--- src/rtl/kbd_pkg.sv ---
package kbd_pkg;
    localparam int DATA_W = 8;

    localparam logic ADDR_CTRL = 1'b0;
    localparam logic ADDR_MASK = 1'b1;

    localparam int BIT_FLAG = 0;
    localparam int BIT_ACK  = 1;
    localparam int BIT_IE   = 2;
    localparam int BIT_LVL  = 3;
    localparam int BIT_POL  = 4;

    typedef struct packed {
        logic pol;   // 1: active-high
        logic lvl;   // 1: edge-and-level mode
        logic ie;    // interrupt enable
    } kbd_cfg_t;

    function automatic logic [DATA_W-1:0] pack_ctrl(input kbd_cfg_t c, input logic flag);
        logic [DATA_W-1:0] v;
        v = '0;
        v[BIT_FLAG] = flag;
        v[BIT_IE]   = c.ie;
        v[BIT_LVL]  = c.lvl;
        v[BIT_POL]  = c.pol;
        return v;
    endfunction
endpackage

--- src/rtl/kbd_sync.sv ---
module kbd_sync #(
    parameter int W = 8
) (
    input  logic         clk,
    input  logic         rst,
    input  logic [W-1:0] d_i,
    output logic [W-1:0] q_o
);
    logic [W-1:0] stg1;
    logic [W-1:0] stg2;

    for (genvar i = 0; i < W; i++) begin : g_bit
        always_ff @(posedge clk) begin
            if (rst) begin
                stg1[i] <= 1'b0;
                stg2[i] <= 1'b0;
            end else begin
                stg1[i] <= d_i[i];
                stg2[i] <= stg1[i];
            end
        end
    end

    assign q_o = stg2;
endmodule

--- src/rtl/kbd_edge_det.sv ---
module kbd_edge_det
    import kbd_pkg::*;
#(
    parameter int W = 8
) (
    input  logic         clk,
    input  logic         rst,
    input  logic [W-1:0] smp_i,
    input  logic [W-1:0] en_i,
    input  kbd_cfg_t     cfg_i,
    output logic         set_o,
    output logic         any_act_o
);
    logic [W-1:0] act_now;
    logic [W-1:0] act_prev;
    logic [W-1:0] en_d;
    logic         pol_d;
    logic         cfg_moved;
    logic         prev_any;
    logic         now_any;
    logic         edge_any;

    // map samples onto "active" sense for the selected polarity
    assign act_now = cfg_i.pol ? smp_i : ~smp_i;

    always_ff @(posedge clk) begin
        if (rst) begin
            act_prev <= '0;
            en_d     <= '0;
            pol_d    <= 1'b0;
        end else begin
            act_prev <= act_now;   // reload every cycle, incl. after a config change
            en_d     <= en_i;
            pol_d    <= cfg_i.pol;
        end
    end

    assign cfg_moved = (en_i != en_d) || (cfg_i.pol != pol_d);
    assign prev_any  = |(act_prev & en_i);
    assign now_any   = |(act_now & en_i);
    assign edge_any  = |(act_now & ~act_prev & en_i);

    always_comb begin
        if (cfg_moved) begin
            set_o = 1'b0;
        end else if (cfg_i.lvl) begin
            set_o = !prev_any && now_any;
        end else begin
            set_o = edge_any;
        end
    end

    assign any_act_o = now_any;
endmodule

--- src/rtl/kbd_regs.sv ---
module kbd_regs
    import kbd_pkg::*;
#(
    parameter int W = 8
) (
    input  logic              clk,
    input  logic              rst,
    input  logic              wr_en_i,
    input  logic              addr_i,
    input  logic [DATA_W-1:0] wdata_i,
    input  logic              set_i,
    input  logic              any_act_i,
    output logic [W-1:0]      en_o,
    output kbd_cfg_t          cfg_o,
    output logic              flag_o,
    output logic [DATA_W-1:0] rdata_o
);
    logic ack;
    logic ack_ok;

    assign ack    = wr_en_i && (addr_i == ADDR_CTRL) && wdata_i[BIT_ACK];
    assign ack_ok = ack && !(cfg_o.lvl && any_act_i);

    always_ff @(posedge clk) begin
        if (rst) begin
            en_o   <= '0;
            cfg_o  <= '0;
            flag_o <= 1'b0;
        end else begin
            if (wr_en_i && addr_i == ADDR_MASK) begin
                en_o <= wdata_i[W-1:0];
            end
            if (wr_en_i && addr_i == ADDR_CTRL) begin
                cfg_o.ie  <= wdata_i[BIT_IE];
                cfg_o.lvl <= wdata_i[BIT_LVL];
                cfg_o.pol <= wdata_i[BIT_POL];
            end
            if (set_i) begin
                flag_o <= 1'b1;
            end else if (ack_ok) begin
                flag_o <= 1'b0;
            end
        end
    end

    always_comb begin
        rdata_o = '0;
        if (addr_i == ADDR_CTRL) begin
            rdata_o = pack_ctrl(cfg_o, flag_o);
        end else begin
            rdata_o[W-1:0] = en_o;
        end
    end
endmodule

--- src/rtl/kbd_wake_detector.sv ---
module kbd_wake_detector
    import kbd_pkg::*;
#(
    parameter int NPINS = 8
) (
    input  logic              clk,
    input  logic              rst,
    input  logic [NPINS-1:0]  pins_i,
    input  logic              stop_i,
    input  logic              wr_en_i,
    input  logic              addr_i,
    input  logic [DATA_W-1:0] wdata_i,
    output logic [DATA_W-1:0] rdata_o,
    output logic              irq_o,
    output logic              wake_o
);
    logic [NPINS-1:0] pins_s;
    logic [NPINS-1:0] en_w;
    logic [NPINS-1:0] raw_act;
    kbd_cfg_t         cfg_w;
    logic             set_w;
    logic             any_act_w;
    logic             flag_w;

    kbd_sync #(.W(NPINS)) u_sync (
        .clk (clk),
        .rst (rst),
        .d_i (pins_i),
        .q_o (pins_s)
    );

    kbd_edge_det #(.W(NPINS)) u_det (
        .clk       (clk),
        .rst       (rst),
        .smp_i     (pins_s),
        .en_i      (en_w),
        .cfg_i     (cfg_w),
        .set_o     (set_w),
        .any_act_o (any_act_w)
    );

    kbd_regs #(.W(NPINS)) u_regs (
        .clk       (clk),
        .rst       (rst),
        .wr_en_i   (wr_en_i),
        .addr_i    (addr_i),
        .wdata_i   (wdata_i),
        .set_i     (set_w),
        .any_act_i (any_act_w),
        .en_o      (en_w),
        .cfg_o     (cfg_w),
        .flag_o    (flag_w),
        .rdata_o   (rdata_o)
    );

    assign irq_o = flag_w & cfg_w.ie;

    // clock-free path: raw pins, no synchronizer
    assign raw_act = cfg_w.pol ? pins_i : ~pins_i;
    assign wake_o  = stop_i & (|(raw_act & en_w));
endmodule

--- config.mk ---
export PLATFORM = sky130hd
export DESIGN_NAME = kbd_wake_detector
export DESIGN_NICKNAME = d
export VERILOG_FILES = /design/src/rtl/kbd_pkg.sv /design/src/rtl/kbd_sync.sv /design/src/rtl/kbd_edge_det.sv /design/src/rtl/kbd_regs.sv /design/src/rtl/kbd_wake_detector.sv
export SDC_FILE = /design/constraint.sdc
export NUM_CORES = 1
export LEC_CHECK = 0
export BUFFER_PORTS_ARGS = -buffer_cell sky130_fd_sc_hd__buf_2
export CORE_UTILIZATION = 45
export CTS_BUF_LIST = sky130_fd_sc_hd__clkbuf_4 sky130_fd_sc_hd__clkbuf_8 sky130_fd_sc_hd__clkbuf_16
export DETAILED_ROUTE_END_ITERATION = 8
export PLACE_DENSITY_LB_ADDON = 0.25
export SLEW_MARGIN = 0
export SYNTH_ARGS = -nofsm -noshare
export SYNTH_HDL_FRONTEND = slang
export SYNTH_SLANG_ARGS = --single-unit
--- constraint.sdc ---
create_clock -name clk -period 2.8 [get_ports clk]
set_input_delay 0.42 -clock clk [delete_from_list [all_inputs] [get_ports clk]]
set_output_delay 0.42 -clock clk [all_outputs]
set_load 0.01 [all_outputs]
Word level (Yosys, flattened, before mapping). Cells that the tools add are included.

Equal/unequal tests: 2. Muxes and demuxes: 7. Bitwise logic cells: 11. Reduce and logical (&&, ||, !) cells: 14.

Operators by type and width (count): bitwise AND 8 bit (5); OR reduction 8 bit (4); two-way mux 8 bit (3); inverter 8 bit (3); inequality test 8 bit (1); logical AND 1 bit (6); two-way mux 1 bit (4); bitwise AND 1 bit (2); logical NOT 1 bit (2); nonzero test 2 bit (1); logical OR 1 bit (1); inequality test 1 bit (1); inverter 1 bit (1).

Flip-flop bits (word level): 45. Input bits: 21. Output and inout bits: 10. Logic and storage cells: 58.

Longest topological paths before layout.
Depth in word-level cells: 9. Mapped depth: 7. Gate-level depth less buffers: 5.

Cells and area by module. From an unflattened synthesis, not the netlist that was laid out.

Cell total of the unflattened synthesis: 219. Area, all modules: 2043.2 um^2.

Modules (own cells, without submodules): kbd_edge_det (instances 1, cells an instance 104, area an instance 919.6 um^2, seq. area each 340.3 um^2); kbd_regs (instances 1, cells an instance 60, area an instance 533.0 um^2, seq. area each 240.2 um^2); kbd_sync (instances 1, cells an instance 33, area an instance 464.2 um^2, seq. area each 320.3 um^2); kbd_wake_detector (instances 1, cells an instance 22, area an instance 126.4 um^2, seq. area each 0.0 um^2).

Least setup slack after synthesis. OpenSTA, ideal clock, no wires.

Path type: input to output. Start point: input addr_i. End point: output rdata_o[2]. Arrival time: 1.291 ns. Required time: 2.380 ns. Slack: 1.089 ns. Cell stages on the path: 3. Buffers on the path: 2. Cell sequence: clkbuf_1 -> clkbuf_1 -> mux2_2.

Longest elaborated chain between the ends: 1.

RTL lines: from (decl) (line kbd_wake_detector.sv:11) `input logic addr_i,`; two-way mux 8 bit (line kbd_regs.sv:48) `if (addr_i == ADDR_CTRL) begin`; to (decl) (line kbd_wake_detector.sv:13) `output logic [DATA_W-1:0] rdata_o,`.

No other way between the ends.

Worst setup path after layout.
Start point: register u_regs.cfg_o[2] in the netlist's numbering. End point: output wake_o.

Longest elaborated chain between the ends: 4.

RTL lines: from (decl) (line kbd_regs.sv:14) `output kbd_cfg_t cfg_o,`; two-way mux 8 bit (line kbd_wake_detector.sv:59) `assign raw_act = cfg_w.pol ? pins_i : ~pins_i;`; bitwise AND 8 bit (line kbd_wake_detector.sv:60) `assign wake_o = stop_i & (|(raw_act & en_w));`; OR reduction 8 bit (line kbd_wake_detector.sv:60); bitwise AND 1 bit (line kbd_wake_detector.sv:60); to (decl) (line kbd_wake_detector.sv:15) `output logic wake_o`.

No other way between the ends.

==> flow_summary.toml <==
[placement]
gp_congestion = 0.8680
place_hpwl_um = 2667
portBuffers = 30
dpl-instance-area_sq_um = 2001
dp.cells = 266

[drt]
wl_per_cell_um = 13.43
drt_pass1_iterations = 4
via_per_inst = 5.106
ant_nets = 0
drcViolationCount = 0
drtIter0Drc = 92
vias = 1399
wl_um = 3680

[synth]
yosysTopAreaCellShare = 0.4901
synth_cells = 198
synth_area_leaders = "dfxtp_1 49%, nor2b_1 8.2%, xnor2_1 8.1%"
yosys.area_share.simple = 0.2076
synthMuxAreaShare = 0.04084
ys_seq_area_frac = 0.4901
ys_ff_latch = 45
synth_top_family_by_area = "simple AND/OR/NAND/NOR gates"
syn_area_sq_um = 1838
synth_top_area_cell = "dfxtp_1"
synth_top_flop_cell = "dfxtp_1"
synth_nets = 219
synth-compound-area-share = 0.1069
synth_edf_count = 0
ys_warn_count = 0
synth.avg_cell_area_sq_um = 9.283
synth_xor_xnor_area_share = 0.1042
synth-adder-area-share = 0
ys_async_sr_fraction = 0
synthDistinctLibCells = 30

[die]
pin_count = 31
fp.coreArea_sq_um = 3799
die_width_um = 65.91
die-area_sq_um = 4344
initial_core_util = 0.4839
dieHeight_um = 65.91
row_count = 22

[clock_network]
post_cts_buffers = 0
numCtsBuffers = 5
cts_hold_buf = 0
clock_latency_ns = 0.30
cts.sinks = 45
htreeDepth = 2
clockBufferDepth = 2
cts_root_buf = "clkbuf_8"
clk_pin_slew_worst_paths_ns = 0.08
cts_resized = 0
cts_tree = "yes"

[sta]
hold_viol_final = 0
tightest_slew_ns = 0.7780
grt_setup_unrepaired = "false"
clock.fmax_mhz = 513.0
max-slew-margin-rel = 0.4814
finalCritPeriodShare = 0.6962
finClkSkew_ns = 0.004044
setup-tns-final_ns = 0
drv_slew = 0
setup_viol = 0
period_needed_ns = 1.949

[global_route]
grt_pass1_vias = 1289
grtUsageTotal = 0.1891
grt_antenna_before_repair = 0
grt_pass1_wl_um = 6037
grt_overflow = 0
grt_max_degree = 47

[finish]
fin_area_sq_um = 2087
drive_above_1_share = 0.1991
post-route-util = 0.5494
nets = 246
stdcell_count = 274
syn_to_final_growth_pct = 13.55
final_cell_mix = "45 x dfxtp_1, 30 x buf_2, 24 x nor2b_1"
mostFrequentLayoutCell = "dfxtp_1"
antenna_cells = 0
nFillCells = 359

[setup_path]
crit_required_ns = 2.38
r2r-start = "u_regs.cfg_o[2]"
crit_start = "u_regs.cfg_o[2]"
cp-start-kind = "flop"
cp_data_arrival_time_ns = 1.53
end_kind = "primary output"
path_class = "flop to primary output"
crit_fanout = 10

[power]
leakagePower_nw = 0.8604
p_sw_frac = 0.2497
seq_power_share = 0.566
power.switching_w = 0.0003080
p_comb_frac = 0.116
power.internal_w = 0.0009257
cellPowerDensity_nw_per_um2 = 591.1
ir_worst_vdd_mv = 0.3713
power_frac_clock = 0.318

[min_path]
worstHoldStart = "pins_i[1]"
hold_class = "input pin to flop"

[outcome]
status = "completed"

[run]
drv_cap = 0
## logic make-up after synthesis
logic type	after synthesis
multiplexers	7
AND/OR/NAND/NOR	75
flip-flops	45
buffers and inverters	20
XOR/XNOR	21
AO/OA/AOI/OAI	30
## flip-flops by register name (all words and copies together), names as in the netlist
name,flops
u_det.act_prev,8
u_det.en_d,8
u_det.pol_d,1
u_regs.cfg_o,3
u_regs.en_o,8
u_regs.flag_o,1
u_sync.q_o,8
u_sync.stg1,8
## power groups by stage
stage	clock, W	sequential [W]	combinational, W
2_1_floorplan	0	0.000703	0.000108
6_report	0.000392	0.000699	0.000143
4_1_cts	0.000401	0.000699	0.000144
3_5_place_dp	0	0.000714	0.000143
5_1_grt	0.000432	0.000703	0.000158
3_3_place_gp	0	0.000713	0.000143
## worst paths after layout
kind                    end  slack, ns  cells past startpoint
max                  wake_o       0.85                      5
min reg2reg   u_sync.q_o[4]       0.44                      1
min          u_sync.stg1[1]       0.36                      2
max reg2reg   u_regs.flag_o       0.91                      5
## metal layers
| metal | GRT usage | vias up | part of all wire |
|---|---|---|---|
| met5 | 0 | - | 0 |
| met4 | 0.07337 | 0 | 0.014 |
| met3 | 0.05345 | 6 | 0.070 |
| met2 | 0.2832 | 38 | 0.44 |
| met1 | 0.2543 | 643 | 0.48 |
| li1 | - | 712 | - |
## critical path, cell delays in order (launching register included)
cell and delay, ns:
dfxtp_1 0.35, buf_4 0.21, xnor2_1 0.09, a22oi_1 0.30, a31oi_1 0.12, buf_2 0.16
## final cells by class
| cell class | count | area, sq um | share of cell area |
|---|---|---|---|
| timing repair buffer | 32 | 165.2 | 0.07914 |
| multi-input combinational | 133 | 844.6 | 0.4047 |
| tap | 48 | 60.06 | 0.02878 |
| inverter | 8 | 30.03 | 0.01439 |
| clock inverter | 2 | 10.01 | 0.004796 |
| clock buffer | 6 | 76.32 | 0.03657 |
| sequential | 45 | 900.9 | 0.4317 |
## Yosys cell counts, types with 2 or more instances
cell / instances
mux2_2: 4
a31oi_1: 2
o21ai_0: 3
xor2_1: 3
o22ai_1: 5
nor2b_1: 24
a21oi_1: 8
clkbuf_1: 10
nor2_1: 16
dfxtp_1: 45
nand3_1: 10
nand2_1: 15
nand2b_1: 2
inv_1: 8
a22oi_1: 6
nand4_1: 3
mux2i_1: 3
or4_1: 2
and2_1: 2
xnor2_1: 17
## metrics by stage
stage	hold WS [ns]	total power, W	worst slack (ns)
after floorplan	0.4138	0.0008100	1.089
after global placement	0.4192	0.0008559	0.9973
after detailed placement	0.4234	0.0008568	0.9376
after CTS	0.3603	0.001243	0.8527
after global routing	0.3624	0.001293	0.7884
final	0.3636	0.001234	0.8505
No activity file was read; power rests on OpenSTA's default activity.
